<file path="config.mk">
export PLATFORM = sky130hd
export DESIGN_NAME = fcfs_arbiter
export DESIGN_NICKNAME = d
export VERILOG_FILES = /design/src/rtl/fcfs_pkg.sv /design/src/rtl/fcfs_sync.sv /design/src/rtl/fcfs_lfsr.sv /design/src/rtl/fcfs_queue.sv /design/src/rtl/fcfs_arbiter.sv
export SDC_FILE = /design/constraint.sdc
export NUM_CORES = 1
export LEC_CHECK = 0
export ABC_CLOCK_PERIOD_IN_PS = 8300
export BUFFER_PORTS_ARGS = -buffer_cell sky130_fd_sc_hd__buf_2
export CAP_MARGIN = 20
export CORE_ASPECT_RATIO = 2
export CORE_MARGIN = 10
export CORE_UTILIZATION = 62
export DETAILED_ROUTE_END_ITERATION = 7
export HOLD_SLACK_MARGIN = 0.03
export PLACE_DENSITY = 0.8
export SYNTH_ARGS = -nofsm -noshare
export SYNTH_HDL_FRONTEND = slang
export SYNTH_SLANG_ARGS = --single-unit
export TNS_END_PERCENT = 50
</file>
<file path="constraint.sdc">
create_clock -name clk -period 8.3 [get_ports clk]
set_input_delay 0.83 -clock clk [delete_from_list [all_inputs] [get_ports clk]]
set_output_delay 0.83 -clock clk [all_outputs]
set_load 0.05 [all_outputs]
</file>
<file path="src/rtl/fcfs_pkg.sv">
// Package: fcfs_pkg
// Shared constants for the arrival-order arbiter: the default requester
// count and the random-source shape. Assumes a Galois right-shift LFSR,
// for which the tap mask below gives a maximal-length sequence.
package fcfs_pkg;
    localparam int DEF_REQS   = 4;
    localparam int RND_W      = 8;
    localparam logic [RND_W-1:0] RND_TAPS = 8'hB8;
    localparam logic [RND_W-1:0] RND_SEED = 8'h5A;
endpackage

</file>
<file path="src/rtl/fcfs_sync.sv">
// Module: fcfs_sync
// Brings each active-low request line into the clock domain through a
// chain of STAGES flops. The output is active high.
// Assumes: each line is independent; reset clears the chain to "no request".
module fcfs_sync #(
    parameter int N      = 4,
    parameter int STAGES = 2
) (
    input  logic         clk,
    input  logic         rst_n,
    input  logic [N-1:0] req_n,
    output logic [N-1:0] req_s
);
    logic [N-1:0] chain [STAGES];

    // Shift the inverted request lines through the synchronizer chain.
    always_ff @(posedge clk) begin
        if (!rst_n) begin
            for (int s = 0; s < STAGES; s++) chain[s] <= '0;
        end else begin
            chain[0] <= ~req_n;
            for (int s = 1; s < STAGES; s++) chain[s] <= chain[s-1];
        end
    end

    assign req_s = chain[STAGES-1];
endmodule

</file>
<file path="src/rtl/fcfs_lfsr.sv">
// Module: fcfs_lfsr
// Free-running Galois LFSR used only as a tie-break source.
// Assumes: SEED is nonzero, so the register never locks up at zero.
module fcfs_lfsr #(
    parameter int           W    = 8,
    parameter logic [W-1:0] TAPS = 8'hB8,
    parameter logic [W-1:0] SEED = 8'h5A
) (
    input  logic         clk,
    input  logic         rst_n,
    output logic [W-1:0] rnd
);
    // Advance the sequence once per clock.
    always_ff @(posedge clk) begin
        if (!rst_n)      rnd <= SEED;
        else if (rnd[0]) rnd <= (rnd >> 1) ^ TAPS;
        else             rnd <= rnd >> 1;
    end
endmodule

</file>
<file path="src/rtl/fcfs_queue.sv">
// Module: fcfs_queue
// Ordered list of requester indices, oldest first. On each clock it:
//   1. drops entries whose synchronized request is no longer live,
//      closing the gaps while keeping their order;
//   2. appends the new arrivals, with the random winner first and the
//      other arrivals after it in ascending index order.
// Assumes: an arriving index is never already queued (it was not live
// in the previous cycle, so it was dropped then), so N slots suffice.
module fcfs_queue #(
    parameter int N  = 4,
    parameter int IW = 2,
    parameter int LW = 8
) (
    input  logic          clk,
    input  logic          rst_n,
    input  logic [N-1:0]  live,
    input  logic [N-1:0]  arrive,
    input  logic [LW-1:0] rnd,
    output logic [IW-1:0] head_idx,
    output logic          head_vld
);
    logic [IW-1:0] q_idx [N];
    logic [N-1:0]  q_vld;
    logic [IW-1:0] n_idx [N];
    logic [N-1:0]  n_vld;
    logic [IW-1:0] start;
    logic [IW-1:0] win;
    logic          win_vld;

    // Map the random word onto a starting index for the circular search.
    assign start = IW'(int'(rnd) % N);

    // Pick the first arrival found at or after the random start, wrapping.
    always_comb begin
        win     = '0;
        win_vld = 1'b0;
        for (int j = 0; j < N; j++) begin
            if (!win_vld && arrive[IW'((int'(start) + j) % N)]) begin
                win     = IW'((int'(start) + j) % N);
                win_vld = 1'b1;
            end
        end
    end

    // Build the next queue: surviving entries in order, then the arrivals.
    always_comb begin
        int fill;
        fill  = 0;
        n_vld = '0;
        for (int i = 0; i < N; i++) n_idx[i] = '0;
        for (int i = 0; i < N; i++) begin
            if (q_vld[i] && live[q_idx[i]]) begin
                n_idx[IW'(fill)] = q_idx[i];
                n_vld[IW'(fill)] = 1'b1;
                fill++;
            end
        end
        if (win_vld && fill < N) begin
            n_idx[IW'(fill)] = win;
            n_vld[IW'(fill)] = 1'b1;
            fill++;
        end
        for (int i = 0; i < N; i++) begin
            if (arrive[i] && IW'(i) != win && fill < N) begin
                n_idx[IW'(fill)] = IW'(i);
                n_vld[IW'(fill)] = 1'b1;
                fill++;
            end
        end
    end

    // Load the rebuilt queue each cycle.
    always_ff @(posedge clk) begin
        if (!rst_n) begin
            q_vld <= '0;
            for (int i = 0; i < N; i++) q_idx[i] <= '0;
        end else begin
            q_vld <= n_vld;
            for (int i = 0; i < N; i++) q_idx[i] <= n_idx[i];
        end
    end

    assign head_idx = q_idx[0];
    assign head_vld = q_vld[0];
endmodule

</file>
<file path="src/rtl/fcfs_arbiter.sv">
// Module: fcfs_arbiter (top)
// Arrival-order arbiter for N_REQ requesters.
//   - Requests are synchronized, and a new arrival is a synchronized
//     request that was not live in the previous cycle.
//   - The queue holds arrival order; the grant register serves its head.
//   - Once released, a grant stays idle for one cycle before the next.
//   - A multi-arrival cycle blocks new grants for one extra cycle.
//   - en_n masks the grant pins only; the arbitration keeps running.
// Assumes: N_REQ is a power of two, at least 2.
module fcfs_arbiter
    import fcfs_pkg::*;
#(
    parameter int N_REQ       = DEF_REQS,
    parameter int SYNC_STAGES = 2
) (
    input  logic             clk,
    input  logic             rst_n,
    input  logic [N_REQ-1:0] req_n,
    input  logic             en_n,
    output logic [N_REQ-1:0] gnt_n
);
    localparam int IW = $clog2(N_REQ);

    logic [N_REQ-1:0] req_s;
    logic [N_REQ-1:0] req_d;
    logic [N_REQ-1:0] arrive;
    logic [RND_W-1:0] rnd;
    logic [IW-1:0]    head_idx;
    logic             head_vld;
    logic [IW-1:0]    gnt_idx;
    logic             gnt_vld;
    logic             tie_gap;
    logic [N_REQ-1:0] gnt_q;

    fcfs_sync #(.N(N_REQ), .STAGES(SYNC_STAGES)) u_sync (
        .clk   (clk),
        .rst_n (rst_n),
        .req_n (req_n),
        .req_s (req_s)
    );

    fcfs_lfsr #(.W(RND_W), .TAPS(RND_TAPS), .SEED(RND_SEED)) u_lfsr (
        .clk   (clk),
        .rst_n (rst_n),
        .rnd   (rnd)
    );

    // New arrivals are requests that were not live in the previous cycle.
    assign arrive = req_s & ~req_d;

    fcfs_queue #(.N(N_REQ), .IW(IW), .LW(RND_W)) u_queue (
        .clk      (clk),
        .rst_n    (rst_n),
        .live     (req_s),
        .arrive   (arrive),
        .rnd      (rnd),
        .head_idx (head_idx),
        .head_vld (head_vld)
    );

    // Keep the previous requests, flag tie cycles, and move the grant.
    always_ff @(posedge clk) begin
        if (!rst_n) begin
            req_d   <= '0;
            tie_gap <= 1'b0;
            gnt_vld <= 1'b0;
            gnt_idx <= '0;
        end else begin
            req_d   <= req_s;
            tie_gap <= ($countones(arrive) > 1);
            if (gnt_vld) begin
                if (!req_s[gnt_idx]) gnt_vld <= 1'b0;
            end else if (head_vld && req_s[head_idx] && !tie_gap) begin
                gnt_vld <= 1'b1;
                gnt_idx <= head_idx;
            end
        end
    end

    // Decode the held grant into one line per requester.
    always_comb begin
        for (int i = 0; i < N_REQ; i++) gnt_q[i] = gnt_vld && (gnt_idx == IW'(i));
    end

    // Drive active-low pins, all forced high while the enable is inactive.
    assign gnt_n = ~(gnt_q & {N_REQ{~en_n}});
endmodule

</file>
==> impl_metrics.env <==
export IMPL_ys_ff_latch=36
export IMPL_drive_gt1_share_pct=15.6
export IMPL_synthSimpleGateAreaFrac_pct=25.7
export IMPL_rows=34
export IMPL_initial_core_util_pct=63.4
export IMPL_grt_use_total_pct=18.8
export IMPL_clock_root_buffer="clkbuf_8"
export IMPL_synth_top_family_by_area="simple AND/OR/NAND/NOR gates"
export IMPL_grt_remaining_overflow=0
export IMPL_drc=0
export IMPL_cts_resized=0
export IMPL_die_area_um2=7660
export IMPL_ant_nets=0
export IMPL_ys_seq_area_share_pct=26.2
export IMPL_netlist_instances=306
export IMPL_finClkSkew_ns=0.00714
export IMPL_place_gp_congestion=0.958
export IMPL_synth_compound_area_share_pct=21.7
export IMPL_setup_viol_count_final=0
export IMPL_numClockSinks=36
export IMPL_hold_start="u_lfsr.rnd[2]"
export IMPL_crit_top_cell="ha_1"
export IMPL_dp_hpwl_um=5520
export IMPL_num_nets_final=346
export IMPL_grt_max_degree=20
export IMPL_cp_start_kind="flip-flop"
export IMPL_leakage_nw=1.19
export IMPL_slowest_stage="mux4_2"
export IMPL_port_buffers=10
export IMPL_critPathCaptureType="flip-flop"
export IMPL_final_common_cell="dfxtp_1"
export IMPL_grt_pass1_wl_um=11200
export IMPL_cts_max_level=2
export IMPL_hold_buffers=0
export IMPL_power_density_nw_per_um2=136
export IMPL_r2r_start="u_queue.q_idx[0][0]"
export IMPL_avgRoutedWirePerCell_um=18.5
export IMPL_dr_pass1_iters=5
export IMPL_place_area_um2=2820
export IMPL_clkSlewWorstSetupHoldPaths_ns=0.07
export IMPL_vias_per_cell=6.42
export IMPL_muxShareOfSynthArea_pct=6.78
export IMPL_syn_area_um2=2750
export IMPL_die_x_um=67.1
export IMPL_antenna_found_initial=0
export IMPL_ir_drop_mv=0.136
export IMPL_fin_setup_tns_ns=0
export IMPL_yosysWarnings=0
export IMPL_min_period_ns=6.83
export IMPL_area_growth_pct=5.60
export IMPL_design_area_um2=2900
export IMPL_yosys_area_share_adder_pct=11.7
export IMPL_hold_class="flip-flop to flip-flop"
export IMPL_synth_xor_area_share_pct=3.69
export IMPL_antenna_cells=0
export IMPL_num_vias=2369
export IMPL_ys_types=71
export IMPL_synthArstFlopShare_pct=0
export IMPL_drv_cap=0
export IMPL_synth_edf_count=0
export IMPL_synth_nets=338
export IMPL_path_cells="mux4_2 > nand2_1 > inv_1 > ha_1 > xor2_1 > ha_1 > and3_1 > a31oi_1 > inv_1 > ha_1 > o21a_2 > ha_1 > nand2_1 > nor3_1 > a221oi_2 > and2_1 > xnor3_2 > ha_1 > and3_1 > a2111oi_4 > and3b_1 > a22oi_1 > a31oi_1"
export IMPL_clkLatencyLatePin_ns=0.29
export IMPL_worstMarginPinSlew_ns=0.839
export IMPL_required_ns=8.48
export IMPL_final_cell_mix="dfxtp_1, nand2_1, ha_1"
export IMPL_worst_setup_path_type="flip-flop to flip-flop"
export IMPL_fmax_mhz=146
export IMPL_fill_cells=367
export IMPL_cp_slowest_stage_delay_ns=0.52
export IMPL_regArea_um2=721
export IMPL_status="completed"
export IMPL_io_pins=11
export IMPL_drt_iter0_drc=170
export IMPL_fin_util_pct=66.9
export IMPL_wirelength_um=6840
export IMPL_slew_viol_final=0
export IMPL_worstSetupStartpoint="u_queue.q_idx[0][0]"
export IMPL_tritoncts="built"
export IMPL_final_hold_viol_count=0
export IMPL_die_h_um=114
export IMPL_crit_fanout=11
export IMPL_slew_headroom_pct=43.7
export IMPL_multiInputGateArea_um2=1910
export IMPL_clockBufferDepth=2
export IMPL_dominantRegCellSynth="dfxtp_1"
export IMPL_post_cts_buffers=0
export IMPL_rsz0062_at_grt="false"
export IMPL_worst_endpoint_arrival_ns=7.01
export IMPL_numCtsBuffers=5
export IMPL_final_period_utilization_pct=82.3
export IMPL_syn_mean_instance_area_um2=8.98
export IMPL_core_area_um2=4340
export IMPL_grt_pass1_vias=2433
[state kept, by name (all words and copies together), names as in the netlist]
name	cells
u_queue.q_vld	4
req_d	4
u_lfsr.rnd	8
gnt_vld	1
u_queue.q_idx	8
u_sync.chain	8
tie_gap	1
gnt_idx	2
[kinds of logic (layout without fill, tap and decap cells)]
logic type	after synthesis	after routing
buffers and inverters	26	35
multiplexers	13	13
XOR/XNOR	9	9
flip-flops	36	36
AND/OR/NAND/NOR	131	131
AO/OA/AOI/OAI	66	66
adder cells (fa/ha/maj)	25	25
[layout make-up]
cell class | count | area share (%)
sequential | 36 | 24.8
clock inverter | 1 | 0.302
clock buffer | 7 | 2.63
multi-input combinational | 244 | 65.8
tap | 54 | 2.33
inverter | 17 | 2.37
timing repair buffer | 10 | 1.72
[report_power, final]
| part | switching (mW) | internal, mW | leakage (nW) |
|---|---|---|---|
| clock network | 0.0607 | 0.0599 | 0.0424 |
| logic | 0.0521 | 0.0341 | 0.850 |
| registers | 0.00757 | 0.182 | 0.295 |
[cells in the mapped netlist (6+ instances only)]
cell type	number	area, um2
mux2i_1	6	60.1
nor2_1	22	82.6
and2_1	12	75.1
xnor2_1	6	52.6
inv_1	12	45.0
and3_1	14	87.6
o21ai_0	8	40.0
ha_1	24	300
nand2_1	30	113
a21oi_1	7	35.0
a31oi_1	9	56.3
nand3_1	17	85.1
nand2b_1	6	37.5
dfxtp_1	36	721
[final timing paths]
path / slack, ns / depth (start not counted) / endpoint
worst max-delay path: 1.47 / 23 / u_queue.q_idx[0][1]
worst min-delay path: 0.42 / 1 / u_lfsr.rnd[1]
worst max register to register: 1.47 / 23 / u_queue.q_idx[0][1]
worst min register to register: 0.42 / 1 / u_lfsr.rnd[1]
[per-layer routing]
metal | part of all wire, % | vias to the layer above | global-route usage, %
li1 | - | 1130 | -
met1 | 34 | 1114 | 17.4
met2 | 54 | 87 | 33.5
met3 | 3.6 | 38 | 2.75
met4 | 7.8 | 0 | 16.3
met5 | 0 | - | 0
[stage by stage]
| stage | power, mW | std cells | setup slack (ns) | hold WS [ns] |
|---|---|---|---|---|
| after floorplan | 0.256 | 306 | 2.24 | 0.386 |
| final | 0.396 | 369 | 1.47 | 0.421 |
| after CTS | 0.396 | 369 | 1.51 | 0.426 |
| after global placement | 0.276 | 361 | 1.72 | 0.403 |
| after detailed placement | 0.277 | 361 | 1.53 | 0.400 |
| after global routing | 0.415 | 369 | 0.979 | 0.449 |
[worst max-delay path: cells and delay by family, from the launching register on]
family,cells,cell delay [ns]
AO/OA/AOI/OAI,6,1.81
XOR/XNOR,2,0.81
adder cells (fa/ha/maj),5,1.61
buffers and inverters,2,0.23
flip-flops,1,0.38
multiplexers,1,0.52
AND/OR/NAND/NOR,7,1.33
(Power assumes the default switching activity.)
